File: src/rtl/uart_dbtx_pkg.sv
package uart_dbtx_pkg;

  // Frame format select encoding
  localparam logic [1:0] MODE_SHIFT = 2'b00;
  localparam logic [1:0] MODE_8BIT  = 2'b01;

  // Ninth data bit present for both 9-bit encodings
  function automatic logic mode_has_ninth(input logic [1:0] m);
    return m[1];
  endfunction

  // Holding register is only usable in the asynchronous formats
  function automatic logic mode_allows_hold(input logic [1:0] m);
    return m != MODE_SHIFT;
  endfunction

endpackage

File: src/rtl/uart_dbtx_hold.sv
module uart_dbtx_hold #(
  parameter int DATA_W = 8
) (
  input  logic              clk,
  input  logic              rst,
  input  logic              accept,
  input  logic [DATA_W-1:0] wr_data,
  input  logic              wr_bit9,
  input  logic              wr_ninth,
  input  logic              take,
  output logic              full,
  output logic [DATA_W-1:0] hold_data,
  output logic              hold_bit9,
  output logic              hold_ninth
);

  logic              full_q;
  logic [DATA_W-1:0] data_q;
  logic              bit9_q;
  logic              ninth_q;

  always_ff @(posedge clk) begin
    if (rst) begin
      full_q  <= 1'b0;
      data_q  <= '0;
      bit9_q  <= 1'b0;
      ninth_q <= 1'b0;
    end else if (take) begin
      full_q <= 1'b0;
    end else if (accept) begin
      full_q  <= 1'b1;
      data_q  <= wr_data;
      bit9_q  <= wr_bit9;
      ninth_q <= wr_ninth;
    end
  end

  assign full       = full_q;
  assign hold_data  = data_q;
  assign hold_bit9  = bit9_q;
  assign hold_ninth = ninth_q;

  AST_HOLD_KEEPS_DATA: assert property (@(posedge clk) disable iff (rst)
    (full_q && !take) |=> (full_q && $stable(data_q) && $stable(bit9_q)));
  AST_TAKE_ONLY_FULL: assert property (@(posedge clk) disable iff (rst)
    take |-> full_q);

endmodule

File: src/rtl/uart_dbtx_shifter.sv
module uart_dbtx_shifter #(
  parameter int DATA_W = 8,
  parameter int OS     = 16
) (
  input  logic              clk,
  input  logic              rst,
  input  logic              baud_tick,
  input  logic              load,
  input  logic [DATA_W-1:0] ld_data,
  input  logic              ld_bit9,
  input  logic              ld_ninth,
  input  logic              ld_live,
  input  logic              live_bit9,
  output logic              txd,
  output logic              data_phase,
  output logic              free_next,
  output logic              stop_start
);

  localparam int CNT_W = (OS > 1) ? $clog2(OS) : 1;
  localparam int IDX_W = $clog2(DATA_W + 3);
  localparam logic [CNT_W-1:0] CNT_LAST  = CNT_W'(OS - 1);
  localparam logic [IDX_W-1:0] DATA_LAST = IDX_W'(DATA_W);
  localparam logic [IDX_W-1:0] NINTH_IDX = IDX_W'(DATA_W + 1);

  logic              act_q;
  logic              txd_q;
  logic [CNT_W-1:0]  cnt_q;
  logic [IDX_W-1:0]  idx_q;
  logic [DATA_W-1:0] sh_q;
  logic              bit9_q;
  logic              ninth_q;
  logic              live_q;

  logic [IDX_W-1:0]  stop_idx;
  logic [IDX_W-1:0]  idx_nx;
  logic              bit_end;
  logic              next_bit;

  always_comb begin
    stop_idx = ninth_q ? IDX_W'(DATA_W + 2) : IDX_W'(DATA_W + 1);
    idx_nx   = idx_q + IDX_W'(1);
    bit_end  = baud_tick && act_q && (cnt_q == CNT_LAST);
    if (idx_nx <= DATA_LAST)
      next_bit = sh_q[0];
    else if (ninth_q && (idx_nx == NINTH_IDX))
      next_bit = live_q ? live_bit9 : bit9_q;
    else
      next_bit = 1'b1;
  end

  always_ff @(posedge clk) begin
    if (rst) begin
      act_q   <= 1'b0;
      txd_q   <= 1'b1;
      cnt_q   <= '0;
      idx_q   <= '0;
      sh_q    <= '0;
      bit9_q  <= 1'b0;
      ninth_q <= 1'b0;
      live_q  <= 1'b0;
    end else if (baud_tick) begin
      if (load) begin
        act_q   <= 1'b1;
        txd_q   <= 1'b0;
        cnt_q   <= '0;
        idx_q   <= '0;
        sh_q    <= ld_data;
        bit9_q  <= ld_bit9;
        ninth_q <= ld_ninth;
        live_q  <= ld_live;
      end else if (act_q) begin
        if (cnt_q == CNT_LAST) begin
          cnt_q <= '0;
          if (idx_q == stop_idx) begin
            act_q <= 1'b0;
            txd_q <= 1'b1;
          end else begin
            idx_q <= idx_nx;
            txd_q <= next_bit;
            if (idx_nx <= DATA_LAST)
              sh_q <= sh_q >> 1;
          end
        end else begin
          cnt_q <= cnt_q + CNT_W'(1);
        end
      end
    end
  end

  assign txd        = txd_q;
  assign data_phase = act_q && (idx_q != stop_idx);
  assign free_next  = !act_q || ((idx_q == stop_idx) && (cnt_q == CNT_LAST));
  assign stop_start = bit_end && (idx_nx == stop_idx);

  AST_IDLE_LINE_HIGH: assert property (@(posedge clk) disable iff (rst)
    !act_q |-> txd_q);
  AST_START_BIT_LOW: assert property (@(posedge clk) disable iff (rst)
    load |=> (!txd_q && act_q));
  AST_STOP_BIT_HIGH: assert property (@(posedge clk) disable iff (rst)
    stop_start |=> txd_q);
  AST_EDGE_ON_TICK: assert property (@(posedge clk) disable iff (rst)
    !baud_tick |=> $stable(txd_q));

endmodule

File: src/rtl/uart_dbtx_flags.sv
module uart_dbtx_flags (
  input  logic clk,
  input  logic rst,
  input  logic irq_set,
  input  logic irq_clr,
  input  logic drop,
  output logic tx_irq,
  output logic overrun
);

  logic irq_q;
  logic ovr_q;

  always_ff @(posedge clk) begin
    if (rst) begin
      irq_q <= 1'b0;
      ovr_q <= 1'b0;
    end else begin
      if (irq_set)
        irq_q <= 1'b1;
      else if (irq_clr)
        irq_q <= 1'b0;
      if (drop)
        ovr_q <= 1'b1;
    end
  end

  assign tx_irq  = irq_q;
  assign overrun = ovr_q;

  AST_IRQ_STICKY: assert property (@(posedge clk) disable iff (rst)
    (irq_q && !irq_clr) |=> irq_q);
  AST_IRQ_CLEARS: assert property (@(posedge clk) disable iff (rst)
    (irq_clr && !irq_set) |=> !irq_q);
  AST_OVR_STICKY: assert property (@(posedge clk) disable iff (rst)
    ovr_q |=> ovr_q);

endmodule

File: src/rtl/uart_dbtx.sv
module uart_dbtx
  import uart_dbtx_pkg::*;
#(
  parameter int DATA_W = 8,
  parameter int OS     = 16
) (
  input  logic              clk,
  input  logic              rst,
  input  logic              wr_en,
  input  logic [DATA_W-1:0] wr_data,
  input  logic              bit9_in,
  input  logic [1:0]        mode,
  input  logic              dbuf_en,
  input  logic              baud_tick,
  input  logic              irq_clr,
  output logic              txd,
  output logic              tx_irq,
  output logic              overrun
);

  logic              eff_dbuf;
  logic              accept;
  logic              drop;
  logic              load;
  logic              irq_set;
  logic              hold_full;
  logic [DATA_W-1:0] hold_data;
  logic              hold_bit9;
  logic              hold_ninth;
  logic              sh_data_phase;
  logic              sh_free_next;
  logic              sh_stop_start;

  always_comb begin
    eff_dbuf = dbuf_en && mode_allows_hold(mode);
    accept   = wr_en && !hold_full && (eff_dbuf || !sh_data_phase);
    drop     = wr_en && !accept;
    load     = baud_tick && hold_full && sh_free_next;
    irq_set  = eff_dbuf ? load : sh_stop_start;
  end

  uart_dbtx_hold #(.DATA_W(DATA_W)) u_hold (
    .clk        (clk),
    .rst        (rst),
    .accept     (accept),
    .wr_data    (wr_data),
    .wr_bit9    (bit9_in),
    .wr_ninth   (mode_has_ninth(mode)),
    .take       (load),
    .full       (hold_full),
    .hold_data  (hold_data),
    .hold_bit9  (hold_bit9),
    .hold_ninth (hold_ninth)
  );

  uart_dbtx_shifter #(.DATA_W(DATA_W), .OS(OS)) u_shift (
    .clk        (clk),
    .rst        (rst),
    .baud_tick  (baud_tick),
    .load       (load),
    .ld_data    (hold_data),
    .ld_bit9    (hold_bit9),
    .ld_ninth   (hold_ninth),
    .ld_live    (!eff_dbuf),
    .live_bit9  (bit9_in),
    .txd        (txd),
    .data_phase (sh_data_phase),
    .free_next  (sh_free_next),
    .stop_start (sh_stop_start)
  );

  uart_dbtx_flags u_flags (
    .clk     (clk),
    .rst     (rst),
    .irq_set (irq_set),
    .irq_clr (irq_clr),
    .drop    (drop),
    .tx_irq  (tx_irq),
    .overrun (overrun)
  );

  AST_DROP_SETS_OVR: assert property (@(posedge clk) disable iff (rst)
    (wr_en && !accept) |=> overrun);
  AST_DBUF_IRQ_ON_LOAD: assert property (@(posedge clk) disable iff (rst)
    (eff_dbuf && load) |=> tx_irq);
  AST_SINGLE_NO_IRQ_ON_LOAD: assert property (@(posedge clk) disable iff (rst)
    (!eff_dbuf && load && !tx_irq) |=> !tx_irq);

endmodule

File: config.mk
export PLATFORM = sky130hd
export DESIGN_NAME = uart_dbtx
export DESIGN_NICKNAME = d
export VERILOG_FILES = /design/src/rtl/uart_dbtx_pkg.sv /design/src/rtl/uart_dbtx_hold.sv /design/src/rtl/uart_dbtx_shifter.sv /design/src/rtl/uart_dbtx_flags.sv /design/src/rtl/uart_dbtx.sv
export SDC_FILE = /design/constraint.sdc
export NUM_CORES = 1
export LEC_CHECK = 0
export BUFFER_PORTS_ARGS = -buffer_cell sky130_fd_sc_hd__buf_4
export CORE_ASPECT_RATIO = 1.2
export CORE_UTILIZATION = 32
export DETAILED_ROUTE_END_ITERATION = 6
export PLACE_DENSITY = 0.59
export SLEW_MARGIN = 20
export SYNTH_ARGS = -nofsm -noshare
export SYNTH_HDL_FRONTEND = slang
export SYNTH_HIERARCHICAL = 1
export SYNTH_SLANG_ARGS = --single-unit
File: constraint.sdc
create_clock -name clk -period 2.58 [get_ports clk]
set_input_delay 0.129 -clock clk [delete_from_list [all_inputs] [get_ports clk]]
set_output_delay 0.129 -clock clk [all_outputs]
set_load 0.01 [all_outputs]
---- Yosys cells after proc, flatten, opt, wreduce, memory -nomap -nowiden ----
Index checks and enable logic that the tools add are counted.
storage, ports and cells
  output and inout bits ................... 3
  register bits after elaboration ......... 34
  logic and storage cells ................. 82
operators by class
  add/subtract/negate cells ............... 2
  equal/unequal tests ..................... 6
  bitwise gates (word level) .............. 1
  muxes and demuxes ....................... 27
  order comparisons ....................... 1
  reduce and logical (&&, ||, !) cells .... 31
operators by type and width
  kind                 count
  $mux 8               5
  $mux 4               7
  $mux 1               14
  $logic_and 1x1->1    12
  $reduce_bool 2->1    5
  $add 4x1->4 const B  2
  $eq 4x4->1           2
  $eq 4x4->1 const B   2
  $reduce_and 2->1     3
  $logic_not 1->1      5
  $reduce_and 5->1     1
  $le 4x4->1 const B   1
  $ne 4x4->1           1
  $reduce_and 4->1     1
  $reduce_and 3->1     1
  $logic_or 1x1->1     2
  $mux 2               1
  $ne 2x2->1 const B   1
  $reduce_or 2->1      1
  $not 1->1            1

---- Depth between registers and ports, before layout ----
  depth in word-level cells ............... 9
  depth in mapped cells ................... 12

---- Hierarchy ----
The synthesis kept the hierarchy.
by module, submodules not included
  module             area each (µm²)  instances  cells an instance  sequential area each (µm²)
  uart_dbtx_shifter  1272.5           1          143                420.4
  uart_dbtx_hold     539.3            1          49                 220.2
  uart_dbtx          77.6             1          7                  0.0
  uart_dbtx_flags    66.3             1          7                  40.0

---- Worst setup path after synthesis ----
No wires, ideal clock.
  path kind ............................... register -> register
  start ................................... register u_shift.idx_q[0]
  end ..................................... register u_shift.sh_q[3]
  arrival time ............................ 2406 ps
  slack ................................... 83 ps
  cell stages (with the launch flop) ...... 13
  data required time ...................... 2489 ps
  cell sequence ........................... dfxtp_1 > buf_4 > and3b_1 > o21ai_2 > o21ai_0 > and3_4 > buf_6 > a41o_2 > and2_2 > o311ai_4 > buf_6 > a221oi_2 > a311oi_1
on the way
  cells in the longest elaborated chain, start to end .. 6
  elaborated cells on any way between the ends .. 12
ends and longest elaborated chain
  element                                                    RTL line                 RTL
  from (decl)                                                uart_dbtx_shifter.sv:29  logic [IDX_W-1:0] idx_q;
  from (signal assigned)                                     uart_dbtx_shifter.sv:79  idx_q <= idx_nx;
  $eq 4x4->1 *                                               uart_dbtx_shifter.sv:93  assign free_next = !act_q || ((idx_q == stop_idx) && (cnt_q == CNT_LAST));
  $logic_and 1x1->1 *                                        uart_dbtx_shifter.sv:93
  $logic_or 1x1->1 *                                         uart_dbtx_shifter.sv:93
  via sh_free_next                                           uart_dbtx.sv:31          logic sh_free_next;
  $logic_and 1x1->1 *                                        uart_dbtx.sv:38          load = baud_tick && hold_full && sh_free_next;
  via load                                                   uart_dbtx.sv:24          logic load;
  $ne 2x2->1 (no line) or $reduce_bool 2->1 (tied branches)  --
  $reduce_and 5->1 (no line)                                 --
  to (signal assigned)                                       uart_dbtx_shifter.sv:68  sh_q <= ld_data;
  to (signal assigned)                                       uart_dbtx_shifter.sv:82  sh_q <= sh_q >> 1;
  to (decl)                                                  uart_dbtx_shifter.sv:30  logic [DATA_W-1:0] sh_q;
The timed path passes the listed nets; every way through them passes the cells marked *.
A chain may end at the register's enable or synchronous reset.

---- Worst setup path after layout ----
  start ................................... register u_shift.idx_q[1]
  end ..................................... register u_shift.sh_q[5]
The elaborated chain is that of the path after synthesis.

==> impl_results.md <==
* Outcome: finished, final reports clean
* Biggest area consumer among synthesized cells: dfxtp_1
* Number of gates given a new drive strength after cts at 0
* Worst hold start: wr_data[5]
* DRC violations left at 0
* Crit path arrival time at approximately 2.5 ns
* Cell count after synthesis at about 200
* Number of distinct standard cells referenced by the synthesized netlist at between 50 and 60
* Synth async-reset ratio at 0%
* Cts hold-fix bufs at 0
* Fin worst setup slack at between 0.2 and 0.25 ns
* Syn Std Cell Area at 0.001956 mm2
* IO Port Bufs at 19
* Post-route clock skew at ~0.0053 ns
* Top post-synthesis cells by area: dfxtp_1 35%, nand4bb_1 5.8%, o21ai_2 5.4%, nand2b_1 3.8%, buf_6 3.5%
* Synthesis warning total at 6
* Number of pins with negative max-slew slack in the final report at 0
* Antenna fix cells at 0
* Final Cycle Share at 91.75%
* Detailed Place HPWL at around 2500 um
* Design area at around 0.0022 mm2
* Via count normalized by instance count at 5.076
* R2r endpoint: u_shift/sh_q[5]
* Total congestion overflow at 0
* Maximum fanout encountered on the critical timing path at 15
* Post-synthesis to final-layout area growth at 11.45%
* Post-synth top flop: dfxtp_1
* Critical Path Start Type: register
* Routability congestion estimate from global placement at around 0.79
* Clk Tree Root Cell: clkbuf_8
* Cell area power density at 531.0 mW/mm2
* Share of post-route cells with drive strength above 1 at between 20% and 30%
* I/O pin total at 20
* Post-placement cell area at around 0.0021 mm2
* R2R Path Start: u_shift/idx_q[1]
* Residual antenna-violating net count after detailed routing at 0
* CTS tree: done
* Number of enable flip-flop cells after synthesis at 0
* Via count of the first global-routing pass at approximately 1,400
* Number of antenna violations at the first check in global routing at 0
* Total track usage at around an eighth
* Number of nets produced by synthesis at approximately 230
* Cells on worst reg2reg path at 9
* CTS clk-pin slew, worst paths at about 0.070 ns
* Average size of a mapped cell at ~9.5 um2
* Number of sinks driven by the clock tree at 34
* Tightest Pin Transition at approximately 0.68 ns
* Total core area at about 0.0058 mm2
* DR WL/cell at about 12 um
* Synth top area share at 34.80%
* Die height at around 90 um
* Setup violation total in the final timing report at 0
* Number of max-capacitance violations reported at 0
* Number of nets in the finished design at about 240
* Slack of the worst reg-to-reg path at about 0.21 ns
* Tightest slew margin relative to the limit at a little over half
* Highest-delay cell along the critical path: dfxtp_1
* Rows at 30
* DRT iter0 DRCs at 76
* Sequential fraction of the synthesis area at a little over a third
* TritonCTS buffer count at 5
* Overall die area at between 0.006 and 0.007 mm2
* Achievable Freq at between 400 and 500 MHz
* Horizontal die dimension at roughly 73 um
* Hold worst-path end: u_hold/hold_data[5]
* Critical Path Sink Type: register
* Placement-stage worst setup slack at between 0.2 and 0.25 ns
* Unrepaired setup endpoints after global routing: false
* Via count at approximately 1,500
* Final cell count without fillers at approximately 300
* Flip-flop and latch count after synthesis at 34
* Most common cell in the netlist: dfxtp_1
* Critical setup path kind: register to register
* Clock latency on the worst-skew pair at approximately 0.28 ns
* Worst IR Drop VDD at about 0.28 mV
* Number of setup buffers added after CTS at 0
* Critical Path Max Stage Delay at 0.52 ns
* Largest net degree at the start of global routing at 45
* Effective utilization at floorplan at between 30% and 40%
* Fill count at just over 600
* Final WL at approximately 3700 um
* Maximum root-to-sink buffer count at 2
* DRT Pass-1 Iters at 4
* Worst min-delay path class: input pin to register
* Fin Setup TNS at 0 ns
* CP required at ~2.7 ns
* WHS Path Cells at 3
* Crit path time final at approximately 2.4 ns
* Global-route wire length before repair at approximately 6400 um
* H-tree depth at 2
* Worst path cell trace: and3b_1 > o21ai_2 > o21ai_0 > and3_4 > a41o_2 > and2_2 > o311ai_4 > a221oi_1 > a311oi_1
* Top cells by count, synth: 34 x dfxtp_1, 17 x nor2_1, 12 x nand2b_1, 12 x o21ai_2
* Final hold vios at 0
* Number of instances in the placed design at slightly below 300
* Leakage Power at approximately 0.8 nW
## cells by family (layout without fill, tap and decap cells)
group                      count (synthesis)  after routing  synth area share, %
AOI/OAI and AO/OA                         54             54                22.91
adders and majority gates                  4              4                2.559
DFF                                       34             34                34.80
and+or+nand+nor                           80             80                26.17
xor gates and xnor gates                   4              4                1.792
muxes                                      4              4                2.303
buffers and inverters                     26             42                9.468
## state kept, by name (all words and copies together) (netlist names)
register	count
u_hold/hold_ninth	1
u_flags/tx_irq	1
u_shift/sh_q	8
u_shift/act_q	1
u_shift/txd	1
u_flags/overrun	1
u_shift/idx_q	4
u_shift/ninth_q	1
u_shift/cnt_q	4
u_hold/hold_bit9	1
u_hold/hold_data	8
u_shift/bit9_q	1
u_hold/full	1
u_shift/live_q	1
## metal layers
| layer | vias up | part of all wire, % | GRT usage [%] |
|---|---|---|---|
| met5 | - | 0 | 0 |
| met4 | 0 | 1.9 | 6.643 |
| met2 | 15 | 48 | 20.62 |
| met3 | 5 | 2.1 | 2.992 |
| li1 | 786 | - | - |
| met1 | 727 | 48 | 16.26 |
## worst max path at each step
stage	start	end	slack, ns	cells after the start
2_1_floorplan	u_shift/idx_q[0]	u_shift/sh_q[3]	0.08	12
3_3_place_gp	u_shift/idx_q[1]	u_shift/sh_q[1]	0.23	9
3_5_place_dp	u_shift/idx_q[1]	u_shift/sh_q[1]	0.21	9
4_1_cts	u_shift/idx_q[1]	u_shift/sh_q[1]	0.20	9
5_1_grt	u_shift/idx_q[1]	u_shift/sh_q[6]	0.03	9
6_report	u_shift/idx_q[1]	u_shift/sh_q[5]	0.21	9
## metrics by stage
| stage | power, W | util [%] | hold WS [ns] |
|---|---|---|---|
| after floorplan | 0.0007272 | - | 0.1914 |
| after global placement | 0.0007648 | 36.13 | 0.4053 |
| after detailed placement | 0.0007670 | 36.13 | 0.4098 |
| after CTS | 0.001174 | 37.71 | 0.1161 |
| after global routing | 0.001219 | 37.71 | 0.1327 |
| final | 0.001157 | 37.71 | 0.1254 |
## cells in the final DEF, fill, tap and decap left out, types with 4 or more instances in the layout
cell and n:
o21ai_0 6, nand4bb_1 10, nor2_1 17, buf_4 24, a221oi_1 5, a311oi_1 7
inv_1 10, nand2b_1 12, o21ai_2 12, nand2_1 10, clkbuf_8 6, a21oi_1 9
ha_1 4, nand3_1 7, dfxtp_1 34
## layout make-up
class | instances | area [um2] | area share [%]
flip-flops and latches | 34 | 680.7 | 31.23
repair buffers | 24 | 180.2 | 8.266
multi-input cells | 146 | 1090 | 50.00
inverters | 10 | 37.54 | 1.722
clock inverters | 1 | 5.005 | 0.2296
well taps | 80 | 100.1 | 4.592
clock buffers | 7 | 86.33 | 3.961
## worst max-delay path: cells and delay by family (launching register included)
kind | cells | cell delay [ns]
AOI/OAI and AO/OA | 6 | 1.07
and+or+nand+nor | 3 | 0.65
DFF | 1 | 0.52
## power by group
group	leakage [nW]	internal, W	switching [W]
clock network	0.0482	0.000215	0.000188
logic	0.457	0.0000821	0.0000963
registers	0.277	0.000557	0.0000187
total	0.782	0.000854	0.000303
(Power assumes the default switching activity.)
